[src/rtl/link_evt_irq_pkg.sv]
package link_evt_irq_pkg;
  localparam int DW      = 16;
  localparam int NSRC    = 4;
  localparam int B_LINK  = 4;   // sources occupy bits B_LINK .. B_LINK+NSRC-1
  localparam int B_PEND  = 2;
  localparam int B_EN    = 1;

  // Keep only the writable mask bits.
  function automatic logic [DW-1:0] keep_mask_bits(input logic [DW-1:0] w);
    logic [DW-1:0] k;
    k = '0;
    k[B_LINK +: NSRC] = w[B_LINK +: NSRC];
    k[B_EN] = w[B_EN];
    return k;
  endfunction

  // Summary of enabled sticky sources.
  function automatic logic any_enabled(input logic [NSRC-1:0] st,
                                       input logic [NSRC-1:0] en);
    return |(st & en);
  endfunction
endpackage

[src/rtl/lvl_change_det.sv]
module lvl_change_det #(
  parameter bit BOTH_EDGES = 1'b1
) (
  input  logic clk,
  input  logic rst_n,
  input  logic armed_i,
  input  logic lvl_i,
  output logic evt_o
);
  logic prev_q;

  always_ff @(posedge clk or negedge rst_n) begin
    if (!rst_n) prev_q <= 1'b0;
    else        prev_q <= lvl_i;
  end

  generate
    if (BOTH_EDGES) begin : g_both
      assign evt_o = armed_i && (lvl_i != prev_q);
    end else begin : g_rise
      assign evt_o = armed_i && lvl_i && !prev_q;
    end
  endgenerate


  unarmed_quiet_chk: assert property (@(posedge clk) disable iff (!rst_n)
    !armed_i |-> !evt_o);

  generate
    if (!BOTH_EDGES) begin : g_rise_chk

      fall_ignored_chk: assert property (@(posedge clk) disable iff (!rst_n)
        (prev_q && !lvl_i) |-> !evt_o);
    end
  endgenerate
endmodule

[src/rtl/sticky_status.sv]
module sticky_status #(
  parameter int N = 4
) (
  input  logic         clk,
  input  logic         rst_n,
  input  logic [N-1:0] evt_i,
  input  logic         clr_i,
  output logic [N-1:0] sticky_o
);
  logic [N-1:0] st_q;

  always_ff @(posedge clk or negedge rst_n) begin
    if (!rst_n)     st_q <= '0;
    else if (clr_i) st_q <= evt_i;
    else            st_q <= st_q | evt_i;
  end

  assign sticky_o = st_q;


  hold_until_read_chk: assert property (@(posedge clk) disable iff (!rst_n)
    !clr_i |=> ((st_q & $past(st_q)) == $past(st_q)));

  event_sets_chk: assert property (@(posedge clk) disable iff (!rst_n)
    1'b1 |=> ((st_q & $past(evt_i)) == $past(evt_i)));

  clear_keeps_new_chk: assert property (@(posedge clk) disable iff (!rst_n)
    clr_i |=> (st_q == $past(evt_i)));
endmodule

[src/rtl/link_evt_irq.sv]
module link_evt_irq
  import link_evt_irq_pkg::*;
(
  input  logic          clk,
  input  logic          rst_n,
  input  logic          an_done_i,
  input  logic          speed_i,
  input  logic          duplex_i,
  input  logic          link_i,
  input  logic          reg_wr_i,
  input  logic          reg_rd_i,
  input  logic          reg_sel_i,
  input  logic [DW-1:0] reg_wdata_i,
  output logic [DW-1:0] reg_rdata_o,
  output logic          irq_n_o
);
  // source order: link, duplex, speed, an_done (bits 4..7)
  logic [NSRC-1:0] lvl, evt, sticky;
  logic [DW-1:0]   mask_q;
  logic            armed_q, pending, irq_act, stat_clr;

  assign lvl = {an_done_i, speed_i, duplex_i, link_i};

  always_ff @(posedge clk or negedge rst_n) begin
    if (!rst_n) armed_q <= 1'b0;
    else        armed_q <= 1'b1;
  end

  generate
    for (genvar i = 0; i < NSRC; i++) begin : g_det
      lvl_change_det #(.BOTH_EDGES(i != NSRC-1)) u_det (
        .clk(clk), .rst_n(rst_n), .armed_i(armed_q),
        .lvl_i(lvl[i]), .evt_o(evt[i]));
    end
  endgenerate

  assign stat_clr = reg_rd_i && reg_sel_i;

  sticky_status #(.N(NSRC)) u_stat (
    .clk(clk), .rst_n(rst_n), .evt_i(evt), .clr_i(stat_clr), .sticky_o(sticky));

  always_ff @(posedge clk or negedge rst_n) begin
    if (!rst_n)                     mask_q <= '0;
    else if (reg_wr_i && !reg_sel_i) mask_q <= keep_mask_bits(reg_wdata_i);
  end

  assign pending = any_enabled(sticky, mask_q[B_LINK +: NSRC]);
  assign irq_act = pending && mask_q[B_EN];
  assign irq_n_o = !irq_act;

  always_comb begin
    reg_rdata_o = '0;
    if (reg_sel_i) begin
      reg_rdata_o[B_LINK +: NSRC] = sticky;
      reg_rdata_o[B_PEND]         = pending;
    end else begin
      reg_rdata_o = mask_q;
    end
  end


  irq_needs_enable_chk: assert property (@(posedge clk) disable iff (!rst_n)
    !irq_n_o |-> mask_q[B_EN]);

  read_releases_chk: assert property (@(posedge clk) disable iff (!rst_n)
    (stat_clr && !reg_wr_i && evt == '0) |=> irq_n_o);

  reserved_zero_chk: assert property (@(posedge clk) disable iff (!rst_n)
    (mask_q & ~keep_mask_bits('1)) == '0);

  mask_read_no_clear_chk: assert property (@(posedge clk) disable iff (!rst_n)
    (reg_rd_i && !reg_sel_i) |=> ((sticky & $past(sticky)) == $past(sticky)));
endmodule

[config.mk]
export PLATFORM = sky130hd
export DESIGN_NAME = link_evt_irq
export DESIGN_NICKNAME = d
export VERILOG_FILES = /design/src/rtl/link_evt_irq_pkg.sv /design/src/rtl/lvl_change_det.sv /design/src/rtl/sticky_status.sv /design/src/rtl/link_evt_irq.sv
export SDC_FILE = /design/constraint.sdc
export NUM_CORES = 1
export LEC_CHECK = 0
export ABC_AREA = 1
export CAP_MARGIN = 10
export CORE_AREA = 2 2 39 41
export DETAILED_ROUTE_END_ITERATION = 6
export DIE_AREA = 0 0 41 43
export DONT_BUFFER_PORTS = 1
export PLACE_DENSITY = 0.67
export SLEW_MARGIN = 20
export SYNTH_ARGS = -nofsm -noshare
export SYNTH_HDL_FRONTEND = slang
export SYNTH_SLANG_ARGS = --single-unit
[constraint.sdc]
create_clock -name clk -period 1 [get_ports clk]
set_input_delay 0.1 -clock clk [delete_from_list [all_inputs] [get_ports clk]]
set_output_delay 0.1 -clock clk [all_outputs]
set_load 0.03 [all_outputs]
### Word-level counts from Yosys, hierarchy flattened

Index checks and enable logic that the tools add are counted.

* register bits: 14
* input port bits: 25
* output and inout bits: 17
* word-level logic and storage cells: 28

* equal/unequal tests: 3
* multiplexer cells: 4
* bitwise gates (word level): 2
* reductions and logical operators: 12

Operator list (count)
* 1-bit logical AND: 8
* 4-bit 2-to-1 mux: 2
* 4-bit AND: 1
* 4-bit OR: 1
* 4-bit OR reduction: 1
* 1-bit logical NOT: 3
* 1-bit inequality test: 3
* 2-bit 2-to-1 mux: 1
* 1-bit 2-to-1 mux: 1

### Longest topological paths before layout

* word-level depth: 4
* depth in mapped cells: 4
* mapped depth without buffers: 4

### Hierarchy

A second synthesis with hierarchy kept.

* cell total of the unflattened synthesis: 94
* area total of the unflattened synthesis: 714.4 um2

Modules (own cells, without submodules)
* link_evt_irq: instances 1, cells an instance 59, area each 410.4 um2, seq. area each 150.1 um2
* sticky_status: instances 1, cells an instance 17, area each 148.9 um2, seq. area each 100.1 um2
* lvl_change_det at g_det[0].u_det ...: instances 3, cells an instance 5, area each 40.0 um2, seq. area each 25.0 um2
* lvl_change_det at g_det[3].u_det: instances 1, cells an instance 3, area each 35.0 um2, seq. area each 25.0 um2

### Least setup slack after synthesis

No wires, ideal clock.

* path kind: flip-flop to output port
* start point: reg mask_q[5]
* end point: out irq_n_o
* arrival: 1182 ps
* data required time: 900 ps
* slack: -282 ps
* cell stages (with the launch flop): 4
* buffers on the path: 0
* cells stage by stage: dfrtp_1 -> nand2_1 -> nand2_1 -> o21ai_0

* cells in the longest elaborated chain, start to end: 4

Ends and longest elaborated chain
* start: declaration: line link_evt_irq.sv:19 `logic [DW-1:0] mask_q;`
* start signal: assignment: line link_evt_irq.sv:44 `else if (reg_wr_i && !reg_sel_i) mask_q <= keep_mask_bits(reg_wdata_i);`
* 4-bit AND: line link_evt_irq_pkg.sv:20 `return |(st & en);`
* 4-bit OR reduction: line link_evt_irq_pkg.sv:20
* 1-bit logical AND: line link_evt_irq.sv:48 `assign irq_act = pending && mask_q[B_EN];`
* 1-bit logical NOT: line link_evt_irq.sv:49 `assign irq_n_o = !irq_act;`
* end: declaration: line link_evt_irq.sv:15 `output logic irq_n_o`

No other way between the ends.

### Worst setup path after layout

* start point: reg u_stat.st_q[1] (netlist: u_stat.sticky_o[1])
* end point: out reg_rdata_o[2]

* cells in the longest elaborated chain, start to end: 3

Ends and longest elaborated chain
* start: declaration: line sticky_status.sv:10 `logic [N-1:0] st_q;`
* start signal: assignment: line sticky_status.sv:14 `else if (clr_i) st_q <= evt_i;`
* start signal: assignment: line sticky_status.sv:15 `else st_q <= st_q | evt_i;`
* 4-bit AND: line link_evt_irq_pkg.sv:20
* 4-bit OR reduction: line link_evt_irq_pkg.sv:20
* 1-bit 2-to-1 mux: line link_evt_irq.sv:53 `if (reg_sel_i) begin`
* end: declaration: line link_evt_irq.sv:14 `output logic [DW-1:0] reg_rdata_o,`

No other way between the ends.

==> impl_metrics.tcl <==
set metrics [dict create \
    status "complete, but fails checks" \
    failed_checks "setup timing" \
    drt_pass1_iterations 4 \
    fp-row-count 14 \
    clkLatencyLatePin_ps 270 \
    yosysWarnings 0 \
    dieArea_um2 1763 \
    synth_top_family_by_area "simple AND/OR/NAND/NOR gates" \
    n_fill_cell 116 \
    fin_cells 128 \
    cp_slowest_cell "dfrtp_1" \
    syn_avg_cell_area_um2 7.744 \
    crit_path_max_incr_delay_ps 410 \
    wl_um 1378 \
    finalSetupViolations 7 \
    syn_inst 90 \
    clock-sinks 14 \
    htreeDepth 1 \
    synth_mux_area_frac 0 \
    globalplace.congestion 0.7684 \
    cp.arrival_ps 1140 \
    synthXorXnorAreaFrac 0 \
    drive_above_1_share 0.2589 \
    yosysSeqAreaShare 0.5027 \
    drt_iter0_markers 15 \
    slew_headroom 0.5629 \
    hold_class "in2reg" \
    placed_cells 113 \
    die_h_um 43 \
    grt_max_degree 15 \
    num_vias 607 \
    r2r_slack_ps 250 \
    powerDensity_nw_per_um2 1509 \
    ant_nets 0 \
    p_int_w 0.0009399 \
    layout_setup_ws_ps -236.7 \
    tns_ps -773.5 \
    antenna_found_initial 0 \
    synth-simple-area-share 0.3088 \
    ys_seq_elements 14 \
    finalNetCount 139 \
    grt_pass1_vias 575 \
    drv_slew 0 \
    via_per_inst 4.742 \
    cp-end-kind "output port" \
    clkTransAtPathRegs_ps 80 \
    cts_tree "built" \
    skew_ps 0.4072 \
    globalRouteOverflowTotal 0 \
    die_w_um 41 \
    power.share.switching 0.3449 \
    maxCapViolations 0 \
    peakVddDrop_uv 785.6 \
    p_leak_nw 0.5188 \
    diodes 0 \
    fmax_mhz 808.6 \
    synth.cell_area_um2 696.9 \
    crit_required_ps 900 \
    synth_compound_area_frac 0.02693 \
    place_ws_ps 27.02 \
    path_cells "nand2_2 > nand2_2 > nor2_1 > nor2_1 > buf_4" \
    clockPowerShare 0.212 \
    path_class "reg2out" \
    rsz0062_at_grt "yes" \
    drc 0 \
    finalHoldViolations 0 \
    clockBufferDepth 2 \
    min_period_ps 1237 \
    start_util 0.5036 \
    period_share 1.237 \
    worst_slew_pin_slew_ps 653.4 \
    critPathLaunchType "flip-flop" \
    pwr-share-seq 0.461 \
    ys_types 12 \
    grt_usage 0.1994 \
    area_delta_synth_final_pct 36.45 \
    power_frac_comb 0.326 \
    switchingPower_w 0.0004949 \
    cts_buffers 3 \
    critPathMaxFanout 3 \
    portBuffers 0 \
    dp_hpwl_um 941.9 \
    io-pin-count 42 \
    grt_pass1_wl_um 2297 \
    yosys.area_share.adder 0 \
    core_um2 1384 \
    routedWlPerCell_um 10.77 \
    cts_root_buf "clkbuf_4" \
]
flip-flops by register name, summed over array words and instances (netlist names):
register and cells:
mask_q 5, g_det.u_det.prev_q 4, u_stat.sticky_o 4, armed_q 1
per-stage QoR:
| step | util | power (W) | hold WS (ps) | instance area [um2] |
|---|---|---|---|---|
| 2_1_floorplan | - | 0.0009498 | -195.6 | 734.5 |
| 3_3_place_gp | 0.5344 | 0.001011 | -195.4 | 739.5 |
| 3_5_place_dp | 0.5344 | 0.001018 | -195.4 | 739.5 |
| 4_1_cts | 0.6627 | 0.001422 | 1.472 | 917.1 |
| 5_1_grt | 0.6872 | 0.001522 | 33.22 | 950.9 |
| 6_report | 0.6872 | 0.001435 | 8.420 | 950.9 |
power by group through the flow:
stage | Clock [W] | Combinational, W | Sequential [W]
2_1_floorplan | 0 | 0.000286 | 0.000664
3_3_place_gp | 0 | 0.000344 | 0.000666
3_5_place_dp | 0 | 0.000349 | 0.000669
4_1_cts | 0.000322 | 0.000441 | 0.000659
5_1_grt | 0.000336 | 0.000515 | 0.000670
6_report | 0.000305 | 0.000468 | 0.000662
cells in the mapped netlist:
cell type / n / area [um2]
inv_2: 1 / 3.750
a21oi_2: 1 / 8.760
nor2_1: 4 / 15.01
o21ai_1: 1 / 5.000
o21ai_0: 1 / 5.000
nand2_4: 1 / 11.26
buf_4: 10 / 75.07
dfrtp_1: 14 / 350.3
nand3_1: 7 / 35.03
inv_1: 7 / 26.28
nand2_1: 41 / 153.9
conb_1: 2 / 7.510
routing by layer:
layer,routed length (um),track usage,vias up
met3,73,0.03141,2
li1,-,-,301
met1,524,0.2257,287
met5,0,0,-
met2,765,0.3188,17
met4,15,0.1400,0
cell families after synthesis:
logic type             Yosys count
AOI/OAI and AO/OA                3
buffers and inverters           18
DFF                             14
other                            2
and+or+nand+nor                 53
layout make-up:
| type | instances | area [um2] | area share |
|---|---|---|---|
| timing repair buffer | 20 | 188.9 | 0.1987 |
| multi-input combinational | 67 | 339.1 | 0.3566 |
| sequential | 14 | 350.3 | 0.3684 |
| tap | 16 | 20.02 | 0.02105 |
| clock buffer | 3 | 22.52 | 0.02368 |
| inverter | 8 | 30.03 | 0.03158 |
repair_timing:
action,in CTS,in global routing
buffers inserted,0,1
gates cloned,0,0
pin swaps,5,2
setup endpoints to repair,7,7
gates resized for setup,14,8
endpoints found under the hold margin,25,0
hold buffers,11,0
worst paths after layout:
check / endpoint / startpoint / cells past startpoint
worst max-delay path: reg_rdata_o[2] / u_stat.sticky_o[1] / 5
worst min-delay path: u_stat.sticky_o[2] / speed_i / 3
worst max register to register: u_stat.sticky_o[3] / u_stat.sticky_o[3] / 3
worst min register to register: u_stat.sticky_o[3] / g_det[3].u_det.prev_q / 1
max in group asynchronous: u_stat.sticky_o[1] / rst_n / 1
min in group asynchronous: g_det[2].u_det.prev_q / rst_n / 1
critical path, delay by kind of cell (launching register included):
kind	cells	cell delay, ps
DFF	1	410
buffers and inverters	1	170
and+or+nand+nor	4	300
cell usage in the layout (no fill, tap or decap):
master	instances
o21ai_1	1
nor2_1	3
inv_1	6
nand2_1	30
o21ai_2	1
dlygate4sd3_1	11
clkbuf_4	3
nor2_2	1
buf_4	6
nand2_2	5
conb_1	11
dfrtp_1	14
nand2_4	7
buf_6	3
nand3_1	7
inv_2	2
a21oi_2	1
Note: power is estimated with default switching activity, not from simulation.
